--- config.mk ---
export PLATFORM = sky130hd
export DESIGN_NAME = evt_count_bank
export DESIGN_NICKNAME = d
export VERILOG_FILES = /design/src/rtl/evt_count_bank.sv
export SDC_FILE = /design/constraint.sdc
export NUM_CORES = 1
export LEC_CHECK = 0
export CORE_AREA = 2 2 322 196
export CTS_CLUSTER_DIAMETER = 80
export DETAILED_ROUTE_END_ITERATION = 12
export DIE_AREA = 0 0 324 198
export SLEW_MARGIN = 20
export SYNTH_ARGS = -nofsm -noshare
export SYNTH_HDL_FRONTEND = slang
export SYNTH_SLANG_ARGS = --single-unit
--- constraint.sdc ---
create_clock -name clk -period 4.1 [get_ports clk]
set_clock_uncertainty 0.1 [all_clocks]
set_input_delay 0.82 -clock clk [delete_from_list [all_inputs] [get_ports clk]]
set_output_delay 0.82 -clock clk [all_outputs]
set_load 0.03 [all_outputs]
--- src/rtl/evt_count_bank.sv ---
module evt_count_bank #(
  parameter int SW    = 32,
  parameter int LANES = 4,
  parameter int NEV   = 4,
  parameter int NCTR  = 4,
  parameter int CW    = 16,
  parameter int DW    = 32,
  parameter int AW    = 8,
  parameter int IDW   = 4,
  parameter logic [IDW-1:0] MASTER_ID = 4'd2
) (
  input  logic                     clk,
  input  logic                     rst_n,
  input  logic [SW-1:0]            smp_in,
  input  logic [LANES-1:0]         lane_alive,
  input  logic                     reg_we,
  input  logic [AW-1:0]            reg_addr,
  input  logic [DW-1:0]            reg_wdata,
  output logic [DW-1:0]            reg_rdata,
  output logic                     st_valid,
  output logic [IDW-1:0]           st_id,
  output logic [$clog2(NCTR)-1:0]  st_idx,
  output logic [CW-1:0]            st_data
);
  localparam int LW = SW / LANES;
  localparam int IW = $clog2(NCTR);
  localparam logic [CW-1:0] CMAX = {CW{1'b1}};

  logic [3:0] region, idx;
  assign region = reg_addr[AW-1:4];
  assign idx    = reg_addr[3:0];

  logic [SW-1:0]  s_q;
  logic [SW-1:0]  mask_q [NEV];
  logic [SW-1:0]  match_q[NEV];
  logic [NEV-1:0] ev, ev_q;
  logic [15:0]    lvl_pad, rise_pad;

  logic           en_q[NCTR], dn_q[NCTR], dur_q[NCTR], ovf_q[NCTR], unf_q[NCTR];
  logic [3:0]     sel_q[NCTR];
  logic [CW-1:0]  cnt_q[NCTR], snap_q[NCTR];
  logic [NCTR-1:0] ld, cw;

  logic cmd_wr, snap_cmd, stream_cmd, st_busy;
  logic [IW-1:0] st_ptr;
  assign cmd_wr     = reg_we && region == 4'd5;
  assign snap_cmd   = cmd_wr && (reg_wdata[0] || reg_wdata[1]);
  assign stream_cmd = cmd_wr && reg_wdata[1];

  for (genvar l = 0; l < LANES; l++) begin : g_lane
    always_ff @(posedge clk or negedge rst_n)
      if (!rst_n) s_q[l*LW +: LW] <= '0;
      else if (lane_alive[l]) s_q[l*LW +: LW] <= smp_in[l*LW +: LW];

    a_r7_dead_lane_holds: assert property (@(posedge clk) disable iff (!rst_n)
      !lane_alive[l] |=> $stable(s_q[l*LW +: LW]));
  end

  for (genvar e = 0; e < NEV; e++) begin : g_ev
    always_ff @(posedge clk or negedge rst_n)
      if (!rst_n) begin
        mask_q[e]  <= '0;
        match_q[e] <= '0;
      end else if (reg_we && idx == 4'(e)) begin
        if (region == 4'd0) mask_q[e]  <= reg_wdata[SW-1:0];
        if (region == 4'd1) match_q[e] <= reg_wdata[SW-1:0];
      end
    assign ev[e] = ((s_q ^ match_q[e]) & mask_q[e]) == '0;
  end

  always_ff @(posedge clk or negedge rst_n)
    if (!rst_n) ev_q <= '0;
    else ev_q <= ev;

  always_comb begin
    lvl_pad  = '0;
    rise_pad = '0;
    lvl_pad[NEV-1:0]  = ev;
    rise_pad[NEV-1:0] = ev & ~ev_q;
  end

  for (genvar c = 0; c < NCTR; c++) begin : g_ctr
    logic hit;
    assign ld[c] = reg_we && region == 4'd3 && idx == 4'(c);
    assign cw[c] = reg_we && region == 4'd2 && idx == 4'(c);
    assign hit   = en_q[c] && (dur_q[c] ? lvl_pad[sel_q[c]] : rise_pad[sel_q[c]]);

    always_ff @(posedge clk or negedge rst_n)
      if (!rst_n) begin
        en_q[c] <= 1'b0; dn_q[c] <= 1'b0; dur_q[c] <= 1'b0; sel_q[c] <= '0;
        ovf_q[c] <= 1'b0; unf_q[c] <= 1'b0; cnt_q[c] <= '0; snap_q[c] <= '0;
      end else begin
        if (ld[c]) cnt_q[c] <= reg_wdata[CW-1:0];
        else if (hit) begin
          if (dn_q[c]) begin
            if (cnt_q[c] == '0) unf_q[c] <= 1'b1;
            else cnt_q[c] <= cnt_q[c] - 1'b1;
          end else begin
            if (cnt_q[c] == CMAX) ovf_q[c] <= 1'b1;
            else cnt_q[c] <= cnt_q[c] + 1'b1;
          end
        end
        if (cw[c]) begin
          en_q[c]  <= reg_wdata[0];
          dn_q[c]  <= reg_wdata[1];
          dur_q[c] <= reg_wdata[2];
          sel_q[c] <= reg_wdata[7:4];
          ovf_q[c] <= 1'b0;
          unf_q[c] <= 1'b0;
        end
        if (snap_cmd) snap_q[c] <= cnt_q[c];
      end

    a_r5_saturate_high: assert property (@(posedge clk) disable iff (!rst_n)
      (cnt_q[c] == CMAX && en_q[c] && !dn_q[c] && !ld[c]) |=> cnt_q[c] == CMAX);
    a_r5_sticky_flags: assert property (@(posedge clk) disable iff (!rst_n)
      ((ovf_q[c] || unf_q[c]) && !cw[c]) |=> (ovf_q[c] || unf_q[c]));
    a_r4_disabled_holds: assert property (@(posedge clk) disable iff (!rst_n)
      (!en_q[c] && !ld[c]) |=> $stable(cnt_q[c]));
  end

  always_ff @(posedge clk or negedge rst_n)
    if (!rst_n) begin
      st_busy <= 1'b0;
      st_ptr  <= '0;
    end else if (stream_cmd) begin
      st_busy <= 1'b1;
      st_ptr  <= '0;
    end else if (st_busy) begin
      st_ptr <= st_ptr + 1'b1;
      if (st_ptr == IW'(NCTR-1)) st_busy <= 1'b0;
    end

  assign st_valid = st_busy;
  assign st_id    = MASTER_ID;
  assign st_idx   = st_ptr;
  assign st_data  = snap_q[st_ptr];

  a_r9_beats_in_order: assert property (@(posedge clk) disable iff (!rst_n)
    (st_valid && st_idx != IW'(NCTR-1) && !stream_cmd) |=> (st_valid && st_idx == IW'($past(st_idx) + 1'b1)));

  always_comb begin
    reg_rdata = '0;
    for (int i = 0; i < NEV; i++)
      if (idx == 4'(i)) begin
        if (region == 4'd0) reg_rdata = DW'(mask_q[i]);
        if (region == 4'd1) reg_rdata = DW'(match_q[i]);
      end
    for (int i = 0; i < NCTR; i++)
      if (idx == 4'(i)) begin
        if (region == 4'd2) begin
          reg_rdata[0]   = en_q[i];
          reg_rdata[1]   = dn_q[i];
          reg_rdata[2]   = dur_q[i];
          reg_rdata[7:4] = sel_q[i];
          reg_rdata[8]   = ovf_q[i];
          reg_rdata[9]   = unf_q[i];
        end
        if (region == 4'd3) reg_rdata = DW'(cnt_q[i]);
        if (region == 4'd4) reg_rdata = DW'(snap_q[i]);
      end
  end
endmodule

; ---- Yosys cells after proc, flatten, opt, wreduce, memory -nomap -nowiden
; Cells that the tools add are included.
[word_totals]
register_bits = 459
in_bits = 79
output_inout_bits = 55
elab_cells = 294
[classes]
n_addsub = 9
n_lt_le_gt_ge = 5
n_eq_ne = 29
muxes = 120
n_bitwise = 11
n_reduce_logical = 73
[ops]
columns = cell, count
row1 = two-way mux 32 bit, 24
row2 = two-way mux 16 bit, 22
row3 = AND 32 bit, 4
row4 = zero test 32 bit, 4
row5 = bitwise XOR 32 bit, 4
row6 = "adder 16 x 1 -> 16 bit, second input constant", 4
row7 = "== test 16 bit, second input constant", 4
row8 = zero test 16 bit, 4
row9 = "subtractor 16 x 1 -> 16 bit, second input constant", 4
row10 = two-way mux 1 bit, 55
row11 = nonzero test 2 bit, 21
row12 = binary-select mux 1 bit (select 4 bit), 8
row13 = binary-select mux 16 bit (select 2 bit), 1
row14 = AND reduction 4 bit, 8
row15 = two-way mux 6 bit, 4
row16 = "!= test 3 bit, second input constant", 8
row17 = logical AND 1 bit, 21
row18 = "less-than comparator 4 x 5 -> 1 bit, second input constant", 4
row19 = "== test 4 x 2 -> 1 bit, second input constant", 4
row20 = "!= test 2 x 1 -> 1 bit, second input constant", 8
row21 = AND reduction 2 bit, 8
row22 = two-way mux 3 bit, 4
row23 = AND reduction 3 bit, 4
row24 = "== test 4 x 1 -> 1 bit, second input constant", 2
row25 = 10 further kinds, 13

; ---- Depth between registers and ports, before layout
[depth]
ltp_word = 29
ltp_mapped = 13
ltp_nobuf = 11

; ---- Worst setup path before layout
; No wires, ideal clock.
[synth_timing]
path_type = input port to output port
startpoint = in reg_addr[5]
endpoint = out reg_rdata[1]
arrival_time_ns = 3.316
t_required_ns = 3.180
setup_slack_ns = -0.136
cell_stages = 10
n_path_buf = 1
path_cell_list = clkbuf_1 -> nor3_1 -> nand2_1 -> nor2_1 -> o2bb2ai_1 -> nand2_1 -> o22ai_1 -> a221o_1 -> o211ai_1 -> a32oi_1
[synth_between]
elab_chain_cells = 29
elab_cells_between_ends = 33
classes_between = eq/ne: 4 / mux: 28 / reduce/logical: 1
[synth_lines]
columns = item, line
row1 = start: declaration, 17  ; input logic [AW-1:0] reg_addr,
row2 = zero test 4 bit, 146  ; if (region == 4'd0) reg_rdata = DW'(mask_q[i]);
row3 = two-way mux 32 bit, 146
row4 = two-way mux 32 bit, 147  ; if (region == 4'd1) reg_rdata = DW'(match_q[i]);
row5 = two-way mux 32 bit, 145  ; if (idx == 4'(i)) begin
row6 = two-way mux 32 bit, 146
row7 = two-way mux 32 bit, 147
row8 = two-way mux 32 bit, 145
row9 = two-way mux 32 bit, 146
row10 = [13 not listed], -
row11 = two-way mux 3 bit, 151  ; if (region == 4'd2) begin
row12 = two-way mux 32 bit, 159  ; if (region == 4'd3) reg_rdata = DW'(cnt_q[i]);
row13 = two-way mux 32 bit, 160  ; if (region == 4'd4) reg_rdata = DW'(snap_q[i]);
row14 = two-way mux 32 bit, 150  ; if (idx == 4'(i)) begin
row15 = two-way mux 3 bit, 151
row16 = two-way mux 32 bit, 159
row17 = two-way mux 32 bit, 160
row18 = two-way mux 32 bit *, 150
row19 = end: declaration, 19  ; output logic [DW-1:0] reg_rdata,
; Mark *: on every way between the ends. The rest lies on a longest branch, timed or not.

; ---- Worst setup path after layout
[layout_timing]
startpoint = in reg_addr[4]
endpoint = out reg_rdata[1]
; The elaborated chain is that of the path after synthesis.

==> metrics <==
WL/cell 29.6 um; HPWL Detailed 82,400 um; FF-to-FF End cnt_q[49]$_DFFE_PN0P_; metal3 WL 15,100 um; Reg clk slew, reported paths 60 ps; initial DRC count 3,240; CTS Buffer Depth 3; Internal 10.4 mW; M1 WL 51,400 um; Synth Area in Adders 2.90%; FFs w/ async S/R, synth 100%; final hold violation count 0; Initial Utilization 44.3%; leading area contributor after synthesis dfrtp_1; P&R area growth vs syn 21.7%; GR Overflow Total 0; Fmax 244 MHz; vias in the first global route 22,500; Setup crit end reg_rdata[1]; final WL 110,000 um; #FFs+latches synth 459; XOR/XNOR Fraction of Synth Area 5.67%; first-pass GRT wire length 158,000 um; R2R depth 12; Worst Setup Start Kind input port; CTS Root Cell clkbuf_16; post-synthesis simple-gate area fraction 9.52%; largest family of logic cells by synthesized area multiplexers; die area 64,200 um^2; Via Count 23,900; non-filler cells, final 3,732; Switching Share 37.3%; Die Y 198 um; warnings from Yosys 0; Clk Latency, worst-skew pair 620 ps; Final #Nets 2,994; final setup fails 0; Tmin final 4100 ps; register area share after synthesis 42.0%; EDFF count, synth 0; status complete, no violations; mux share of post-synthesis cell area 21.7%; peak supply drop 0.000364 V; PD cells 496 nW/um^2; Hold Path Class in -> async; Routability Congestion 1.01; fin crit share 99.9%; DP Cell Count 3,634; number of buffers created by CTS 47; reg2reg setup slack 140 ps; Logic pwr share 33.1%; CTS H-tree depth 2; # IOs 134; Finished Core Util 53.9%; PnR worst setup slack 3.45 ps; num rows 71; final antenna-violating net count 0; cell area after layout 33,300 um^2; Seq pwr share 38.3%; Max Slew Vio Count 0; Crit Path Max Fanout 39; initial antenna violation count 4; core area 61,700 um^2; Synth Area in Compound Gates 14.7%; ranking of synthesized cells by area dfrtp_1, mux2_2, mux2i_1, xor2_1, o21ai_0; Gate Count Post-Synth 2,603; most common flop cell mapped by yosys dfrtp_1; max layer used met4; Total Power 16.5 mW; Critical Path Source reg_addr[4]; Post-Syn Area 27,400 um^2; CTS tree yes; share of the synthesized area in the top cell type 42.0%; Port Buffer Count 129; clock network power share 28.6%; die width 324 um; vias per std cell 6.41; CP Data Arrival Time 3180 ps; DR pass1 iterations 6; DRC 0; total track usage 34.2%; Post-Syn Area per Cell 10.5 um^2; Netlist cell types 75; slew margin rel. 21.8%; Worst setup EP type output port; P_leak 14.8 nW; RSZ-0062 raised after global routing yes; Area after DPL 31,400 um^2; max_cap viols 0; Worst Max-Slew Pin Slew 1170 ps; WS Path Type in -> out; pin count of the biggest net entering global routing 95; critical path data required time 3180 ps; pre-CTS WS -512 ps; met2 wire length 41,600 um; clock sinks 459; sw power 6.15 mW; FF-to-FF Start s_q[5]$_DFFE_PN0P_; layout cell share with drive strength beyond 1 29.4%
==> through the flow <==
stage / setup TNS, ps / hold WS, ps
after floorplan: -15.3 / 363
after global placement: -6740 / 385
after detailed placement: -7120 / 392
after CTS: 0 / 207
after global routing: -50.6 / 230
final: 0 / 135
==> layout by cell type, fill, tap and decap left out, types with 57 or more instances in the layout <==
master,n
a21oi_1,131
a22oi_1,96
buf_4,237
clkdlybuf4s50_1,85
dfrtp_1,459
ha_1,57
mux2_2,377
mux2i_1,123
nand2_1,193
nor2_1,91
o21ai_0,140
xor2_1,139
==> kinds of logic after synthesis <==
group / count (synthesis)
adder cells (fa/ha/maj): 61
AND/OR/NAND/NOR: 531
AO/OA/AOI/OAI: 624
multiplexers: 520
buffers and inverters: 229
XOR/XNOR: 177
other: 2
flip-flops: 459
==> synth_stat cells (all sizes together), types with 36 or more instances <==
cell type and count:
a21oi 134, a22oi 105, buf 54, clkbuf 139, dfrtp 459, ha 57
inv 36, mux2 377, mux2i 123, nand2 194, nand3 42, nand4 37
nor2 96, nor3 36, o21ai 174, o22ai 43, xnor2 38, xor2 139
==> worst max-delay path, stage by stage <==
cell,delay (ps)
buf_4,210
buf_12,300
mux2i_1,560
o21ai_0,210
buf_4,170
a221o_1,370
o211ai_1,140
a32oi_2,190
buf_12,190
==> worst min-delay path by stage <==
| stage | start | to | slack, ps | cells after the start |
|---|---|---|---|---|
| floorplan | ovf_q[2]$_DFFE_PN0P_ | ovf_q[2]$_DFFE_PN0P_ | 360 | 1 |
| global placement | ovf_q[2]$_DFFE_PN0P_ | ovf_q[2]$_DFFE_PN0P_ | 390 | 1 |
| detailed placement | ovf_q[2]$_DFFE_PN0P_ | ovf_q[2]$_DFFE_PN0P_ | 390 | 1 |
| CTS | rst_n | cnt_q[58]$_DFFE_PN0P_ | 210 | 1 |
| global route | rst_n | cnt_q[58]$_DFFE_PN0P_ | 230 | 1 |
| finish | rst_n | cnt_q[58]$_DFFE_PN0P_ | 130 | 1 |
==> power by group through the flow <==
stage                     logic [mW]  clock network, mW  registers (mW)
after floorplan                 3.63                  0            5.72
after global placement          5.20                  0            6.30
after detailed placement        5.34                  0            6.32
after CTS                       5.39               4.78            6.24
after global routing            5.87               4.97            6.35
final                           5.46               4.72            6.33
==> cell type report <==
cell class              instances  area [um^2]
repair buffers                393         3820
fillers                      5473        28500
clock inverters                18          262
clock buffers                  69         1400
inverters                      36          135
diodes                          1         2.50
well taps                     839         1050
flip-flops and latches        459        11500
multi-input cells            1917        15100
==> sequential cells by signal (all words and copies together), names as in the netlist, 4 cells and up <==
signal   cells
ovf_q        4
dn_q         4
snap_q      64
cnt_q       64
sel_q       16
en_q         4
unf_q        4
mask_q     128
match_q    128
ev_q         4
dur_q        4
s_q         32
==> layer usage <==
layer / up-vias / global-route usage [%]
met3: 152 / 12.2
met2: 1364 / 43.5
met1: 12300 / 53.8
met5: - / 0
li1: 10100 / -
met4: 0 / 7.61
==> repair_timing <==
action,in CTS,in global routing
endpoints found under the setup margin,30,16
buffers inserted,7,3
resized for setup,44,12
hold buffers,0,0
pin swaps,13,14
No activity file was read; power rests on OpenSTA's default activity.
